### config.mk
export PLATFORM = sky130hd
export DESIGN_NAME = vpc_ctrl_port
export DESIGN_NICKNAME = d
export VERILOG_FILES = /design/src/rtl/vpc_pkg.sv /design/src/rtl/vpc_word_decoder.sv /design/src/rtl/vpc_code_class.sv /design/src/rtl/vpc_status_word.sv /design/src/rtl/vpc_ctrl_port.sv
export SDC_FILE = /design/constraint.sdc
export NUM_CORES = 1
export LEC_CHECK = 0
export CORE_MARGIN = 2
export CORE_UTILIZATION = 44
export CTS_CLUSTER_SIZE = 30
export DETAILED_ROUTE_END_ITERATION = 6
export PLACE_DENSITY = 0.84
export SYNTH_ARGS = -nofsm -noshare
export SYNTH_HDL_FRONTEND = slang
export SYNTH_SLANG_ARGS = --single-unit
### constraint.sdc
create_clock -name clk -period 1.5 [get_ports clk]
set_input_delay 0.375 -clock clk [delete_from_list [all_inputs] [get_ports clk]]
set_output_delay 0.375 -clock clk [all_outputs]
set_load 0.02 [all_outputs]
### src/rtl/vpc_pkg.sv
package vpc_pkg;
  localparam int WORD_W = 16;
  localparam int CODE_W = 6;
  localparam int IDX_W  = 5;
  localparam int VAL_W  = 8;
  localparam int FLAG_W = 8;
  localparam int LOW_W  = 14;

  typedef enum logic [1:0] {
    TGT_NONE  = 2'd0,
    TGT_VRAM  = 2'd1,
    TGT_CRAM  = 2'd2,
    TGT_VSRAM = 2'd3
  } tgt_e;

  typedef struct packed {
    tgt_e tgt;
    logic wr;
    logic dma;
    logic copy;
    logic bad;
  } cls_t;
endpackage

### src/rtl/vpc_word_decoder.sv
module vpc_word_decoder
  import vpc_pkg::*;
(
  input  logic              clk,
  input  logic              rst,
  input  logic              ctrl_wr,
  input  logic [WORD_W-1:0] wdata,
  input  logic              data_wr,
  input  logic              stat_rd,
  output logic              load,
  output logic [CODE_W-1:0] code_nxt,
  output logic              reg_wr_q,
  output logic [IDX_W-1:0]  idx_q,
  output logic [VAL_W-1:0]  val_q,
  output logic              done_q,
  output logic [WORD_W-1:0] addr_q,
  output logic [CODE_W-1:0] code_q,
  output logic              pend_q
);
  logic [WORD_W-1:0] first_q;
  logic              is_reg_cmd;

  assign is_reg_cmd = (wdata[15:14] == 2'b10);
  assign load       = ctrl_wr && pend_q;
  assign code_nxt   = {wdata[7:4], first_q[15:14]};

  always_ff @(posedge clk) begin
    if (rst) begin
      first_q  <= '0;
      pend_q   <= 1'b0;
      reg_wr_q <= 1'b0;
      idx_q    <= '0;
      val_q    <= '0;
      done_q   <= 1'b0;
      addr_q   <= '0;
      code_q   <= '0;
    end else begin
      reg_wr_q <= 1'b0;
      done_q   <= 1'b0;
      if (ctrl_wr) begin
        if (pend_q) begin
          addr_q <= {wdata[1:0], first_q[LOW_W-1:0]};
          code_q <= code_nxt;
          done_q <= 1'b1;
          pend_q <= 1'b0;
        end else if (is_reg_cmd) begin
          reg_wr_q <= 1'b1;
          idx_q    <= wdata[12:8];
          val_q    <= wdata[7:0];
        end else begin
          first_q <= wdata;
          pend_q  <= 1'b1;
        end
      end else if (stat_rd || data_wr) begin
        pend_q <= 1'b0;
      end
    end
  end

  p_first_sets_pend_r2: assert property (@(posedge clk) disable iff (rst)
    (ctrl_wr && !pend_q && wdata[15:14] != 2'b10) |=> pend_q);
  p_second_done_r3: assert property (@(posedge clk) disable iff (rst)
    (ctrl_wr && pend_q) |=> (done_q && !pend_q));
  p_addr_hold_r3: assert property (@(posedge clk) disable iff (rst)
    !done_q |-> ($stable(addr_q) && $stable(code_q)));
  p_clear_pend_r4: assert property (@(posedge clk) disable iff (rst)
    (!ctrl_wr && (stat_rd || data_wr)) |=> !pend_q);
  p_reg_no_pend_r1: assert property (@(posedge clk) disable iff (rst)
    (ctrl_wr && !pend_q && wdata[15:14] == 2'b10) |=> (reg_wr_q && !pend_q));
  p_strobe_excl_r10: assert property (@(posedge clk) disable iff (rst)
    $onehot0({reg_wr_q, done_q}));
endmodule

### src/rtl/vpc_code_class.sv
module vpc_code_class
  import vpc_pkg::*;
(
  input  logic              clk,
  input  logic              rst,
  input  logic              load,
  input  logic [CODE_W-1:0] code,
  output cls_t              cls_q
);
  cls_t cls_d;

  always_comb begin
    cls_d = '{tgt: TGT_NONE, wr: 1'b0, dma: 1'b0, copy: 1'b0, bad: 1'b0};
    if (code[5]) begin
      cls_d.tgt  = TGT_VRAM;
      cls_d.wr   = 1'b1;
      cls_d.dma  = 1'b1;
      cls_d.copy = code[4];
    end else begin
      case (code[4:0])
        5'b00001: begin cls_d.tgt = TGT_VRAM;  cls_d.wr = 1'b1; end
        5'b00011: begin cls_d.tgt = TGT_CRAM;  cls_d.wr = 1'b1; end
        5'b00101: begin cls_d.tgt = TGT_VSRAM; cls_d.wr = 1'b1; end
        5'b00000: cls_d.tgt = TGT_VRAM;
        5'b01000: cls_d.tgt = TGT_CRAM;
        5'b00100: cls_d.tgt = TGT_VSRAM;
        default:  cls_d.bad = 1'b1;
      endcase
    end
  end

  always_ff @(posedge clk) begin
    if (rst) cls_q <= '{tgt: TGT_NONE, wr: 1'b0, dma: 1'b0, copy: 1'b0, bad: 1'b0};
    else if (load) cls_q <= cls_d;
  end

  p_dma_target_r6: assert property (@(posedge clk) disable iff (rst)
    cls_q.dma |-> (cls_q.tgt == TGT_VRAM && cls_q.wr && !cls_q.bad));
  p_bad_quiet_r7: assert property (@(posedge clk) disable iff (rst)
    cls_q.bad |-> (cls_q.tgt == TGT_NONE && !cls_q.wr && !cls_q.dma));
  p_cls_hold_r5: assert property (@(posedge clk) disable iff (rst)
    !load |=> $stable(cls_q));
endmodule

### src/rtl/vpc_status_word.sv
module vpc_status_word
  import vpc_pkg::*;
(
  input  logic              clk,
  input  logic              rst,
  input  logic              stat_rd,
  input  logic              fifo_empty,
  input  logic              fifo_full,
  input  logic [FLAG_W-1:0] flags,
  output logic [WORD_W-1:0] stat_q
);
  localparam int PAD_W = WORD_W - FLAG_W - 2;

  always_ff @(posedge clk) begin
    if (rst) stat_q <= '0;
    else if (stat_rd) stat_q <= {{PAD_W{1'b0}}, fifo_empty, fifo_full, flags};
  end

  p_stat_hold_r8: assert property (@(posedge clk) disable iff (rst)
    !stat_rd |=> $stable(stat_q));
  p_stat_pad_r8: assert property (@(posedge clk) disable iff (rst)
    stat_q[WORD_W-1:FLAG_W+2] == '0);
endmodule

### src/rtl/vpc_ctrl_port.sv
module vpc_ctrl_port
  import vpc_pkg::*;
(
  input  logic        clk,
  input  logic        rst,
  input  logic        ctrl_wr,
  input  logic [15:0] ctrl_wdata,
  input  logic        data_wr,
  input  logic        stat_rd,
  input  logic        fifo_empty,
  input  logic        fifo_full,
  input  logic [7:0]  stat_flags,
  output logic        reg_wr,
  output logic [4:0]  reg_idx,
  output logic [7:0]  reg_val,
  output logic        addr_done,
  output logic [15:0] addr,
  output logic [5:0]  acc_code,
  output logic [1:0]  mem_sel,
  output logic        acc_write,
  output logic        dma_req,
  output logic        dma_copy,
  output logic        code_bad,
  output logic        word_pending,
  output logic [15:0] stat_rdata
);
  logic              load;
  logic [CODE_W-1:0] code_nxt;
  cls_t              cls;

  vpc_word_decoder u_dec (
    .clk(clk), .rst(rst), .ctrl_wr(ctrl_wr), .wdata(ctrl_wdata),
    .data_wr(data_wr), .stat_rd(stat_rd), .load(load), .code_nxt(code_nxt),
    .reg_wr_q(reg_wr), .idx_q(reg_idx), .val_q(reg_val), .done_q(addr_done),
    .addr_q(addr), .code_q(acc_code), .pend_q(word_pending)
  );

  vpc_code_class u_cls (
    .clk(clk), .rst(rst), .load(load), .code(code_nxt), .cls_q(cls)
  );

  vpc_status_word u_stat (
    .clk(clk), .rst(rst), .stat_rd(stat_rd), .fifo_empty(fifo_empty),
    .fifo_full(fifo_full), .flags(stat_flags), .stat_q(stat_rdata)
  );

  assign mem_sel   = cls.tgt;
  assign acc_write = cls.wr;
  assign dma_req   = cls.dma;
  assign dma_copy  = cls.copy;
  assign code_bad  = cls.bad;

  p_done_pulse_r10: assert property (@(posedge clk) disable iff (rst)
    addr_done |=> !addr_done);
  p_cls_with_done_r5: assert property (@(posedge clk) disable iff (rst)
    !addr_done |-> $stable(mem_sel));
endmodule

==> results.yml <==
place:
  dp.cells: 468
  port_buffers: 84
  routabilityCongestion: 0.8632
  dpl.hpwl_um: 4805
clock_tree:
  cts_root_buffer: "clkbuf_8"
  clock_path_buffers: 2
  clkLatencyLatePin_ps: 340
  cts_buffers: 9
  cts.clk_slew.worst_paths_ps: 70
  cts.sinks: 69
  h-tree-depth: 3
  cts_tree: "done"
  cts_setup_buffers: 0
pwr:
  p_sw_share_pct: 24.19
  total_power_uw: 4112
  p_int_uw: 3117
  p_seq_share_pct: 47.1
  irDropWorstVdd_mv: 0.8669
  power_density_nw_per_um2: 1086
  p_leak_uw: 0.001653
  pwr-share-clk_pct: 40.7
  comb_power_share_pct: 12.2
  p_switching_uw: 994.5
setup_path:
  path_depth: 4
  r2r_slack_ps: 190
  crit_fanout: 6
  reg2reg_depth: 4
  critPathBufInv: 1
  critical_path.startpoint: "ctrl_wdata[4]"
  crit_type: "in -> reg"
  endpoint_kind: "register"
  crit_chain: "clkdlybuf4s50_1 -> nor3b_1 -> or3_1 -> a32o_1"
  worstReg2RegEnd: "u_cls.cls_q[5]$_SDFFE_PP0P_"
  worstPathArrival_ps: 1660
  worstSetupStartpointType: "input port"
  worstReg2RegStart: "u_dec.pend_q$_SDFFE_PP0P_"
  critical_path_required_ps: 1720
  critPathCapture: "u_cls.cls_q[5]$_SDFFE_PP0P_"
  cp_top_family: "simple AND/OR/NAND/NOR gates"
  critPathSlowestCell: "clkdlybuf4s50_1"
  critPathMaxStageDelay_ps: 500
timing:
  hold_viol_final: 0
  tns_ps: 0
  drv_slew: 0
  period_needed_ps: 1432
  rsz0062_at_grt: "false"
  clock-skew-final_ps: 4.039
  period_share_pct: 95.45
  setup_viol: 0
  holdWs_ps: 398.0
  fmax_ghz: 0.6984
hold_path:
  min_from: "rst"
  min_path_type: "in -> reg"
synth:
  synth_edf_count: 0
  synthCells: 309
  ys_seq_area_share_pct: 53.05
  avgSynthCellArea_um2: 8.426
  yosysTopAreaCellShare_pct: 53.05
  syn_area_um2: 2604
  ys_warn_count: 0
  netlist_top_cells_count: "74 x nand2_1, 69 x dfxtp_1, 54 x a21oi_1, 16 x nor2_1, 15 x nand3_1"
  synth-seq-cells: 69
  synthArstFlopShare_pct: 0
  ys_top_cells_by_area: "dfxtp_1 53%, nand2_1 11%, a21oi_1 10%"
  synth_top_area_cell: "dfxtp_1"
  synth-main-ff-cell: "dfxtp_1"
  synthDistinctLibCells: 31
  synth_most_common_cell: "nand2_1"
die:
  die_w_um: 80.93
  initial_core_util_pct: 44.77
  core_area_um2: 5816
  fp-row-count: 28
  io_pins: 91
  die_area_um2: 6549
  die_y_um: 80.93
grt:
  grt_pass1_wl_um: 10540
  track_usage_pct: 21.15
  grt_pass1_vias: 2288
  antenna_found_initial: 0
  grt-ovfl-total: 0
  grt_max_degree: 33
routing:
  ant_nets: 0
  detail_route.wl_per_cell_um: 13.59
  first_pass_iters: 4
  vias_per_cell: 5.027
  drc: 0
  routed_wl_um: 6577
  dr.first_iter.drc_count: 120
  vias: 2433
job:
  maxCapViolCount: 0
layout:
  nets: 435
  final_layout_size_suffix_gt1_share_pct: 10.76
  finalNonFillerCells: 484
  syn2layout_area_growth_pct: 45.41
  num_antenna_cells: 0
  fillers: 517
  regArea_um2: 1381
  multiInputGateArea_um2: 1056
run_status:
  status: "complete, no violations"
[stage by stage]
step	cell area [µm²]	utilization, %	worst slack, ps
after floorplan	2623	-	246.9
after global placement	3626	62.35	-209.8
after detailed placement	3626	62.35	-230.9
after CTS	3784	65.06	66.40
after global routing	3786	65.10	15.64
final	3786	65.10	68.23
[routing by layer]
metal	wire length [µm]	vias up	GRT usage [%]
li1	-	1224	-
met1	2780	1127	24.93
met2	3234	71	35.12
met3	436	11	5.889
met4	126	0	10.85
met5	0	-	0
[cell usage in the layout (no fill, tap or decap), drive strengths merged, types with 2 or more instances in the layout]
master and count:
nor3b 2, dlygate4sd2 54, a32o 2, nand2b 2, nor3 5, mux2i 10, clkbuf 11, conb 6
nand3 15, a21oi 54, bufinv 2, buf 27, dfxtp 69, clkinvlp 2, clkdlybuf4s50 29, nand2 74
nor2 16, nor4b 2, o21ai 15
[flip-flops by register name, indices dropped and copies added (netlist names)]
| signal | count |
|---|---|
| u_cls.cls_q | 6 |
| u_dec.addr_q | 16 |
| u_dec.code_q | 5 |
| u_dec.done_q | 1 |
| u_dec.first_q | 16 |
| u_dec.idx_q | 5 |
| u_dec.pend_q | 1 |
| u_dec.reg_wr_q | 1 |
| u_dec.val_q | 8 |
| u_stat.stat_q | 10 |
[cell families (layout without fill, tap and decap cells)]
logic type / after synthesis / in the layout / share of synthesized area, %
AO/OA/AOI/OAI: 73 / 73 / 14.66
AND/OR/NAND/NOR: 124 / 124 / 21.10
buffers and inverters: 32 / 127 / 7.207
flip-flops: 69 / 69 / 53.05
multiplexers: 10 / 10 / 3.844
other: 1 / 6 / 0.1440
[worst min path at each step]
stage | to | depth (start not counted)
2_1_floorplan | u_dec.addr_q[3]$_SDFFE_PP0P_ | 2
4_1_cts | u_dec.code_q[1]$_SDFFE_PP0P_ | 2
6_report | u_dec.code_q[1]$_SDFFE_PP0P_ | 2
3_5_place_dp | u_dec.addr_q[2]$_SDFFE_PP0P_ | 2
3_3_place_gp | u_dec.addr_q[3]$_SDFFE_PP0P_ | 2
5_1_grt | u_dec.code_q[1]$_SDFFE_PP0P_ | 2
[cell type report]
type	count	area share, %
multi-input combinational	213	27.89
clock buffer	11	3.734
tap	75	2.479
timing repair buffer	110	27.10
inverter	1	0.09914
clock inverter	5	2.214
sequential	69	36.48
[power groups by stage]
stage                     clock network (µW)  registers [µW]  logic, µW
final                                   1680            1940        501
after global routing                    1770            1940        545
after CTS                               1710            1940        501
after detailed placement                   0            1980        526
after global placement                     0            1980        517
after floorplan                            0            2030        219
[timing repair]
action                                  CTS  global route
endpoints found under the setup margin   54             2
hold buffers                              0             0
resized for setup                        54             2
gates cloned                              0             0
pin swaps                                 0             0
Power figures use the tool's default switching activity.
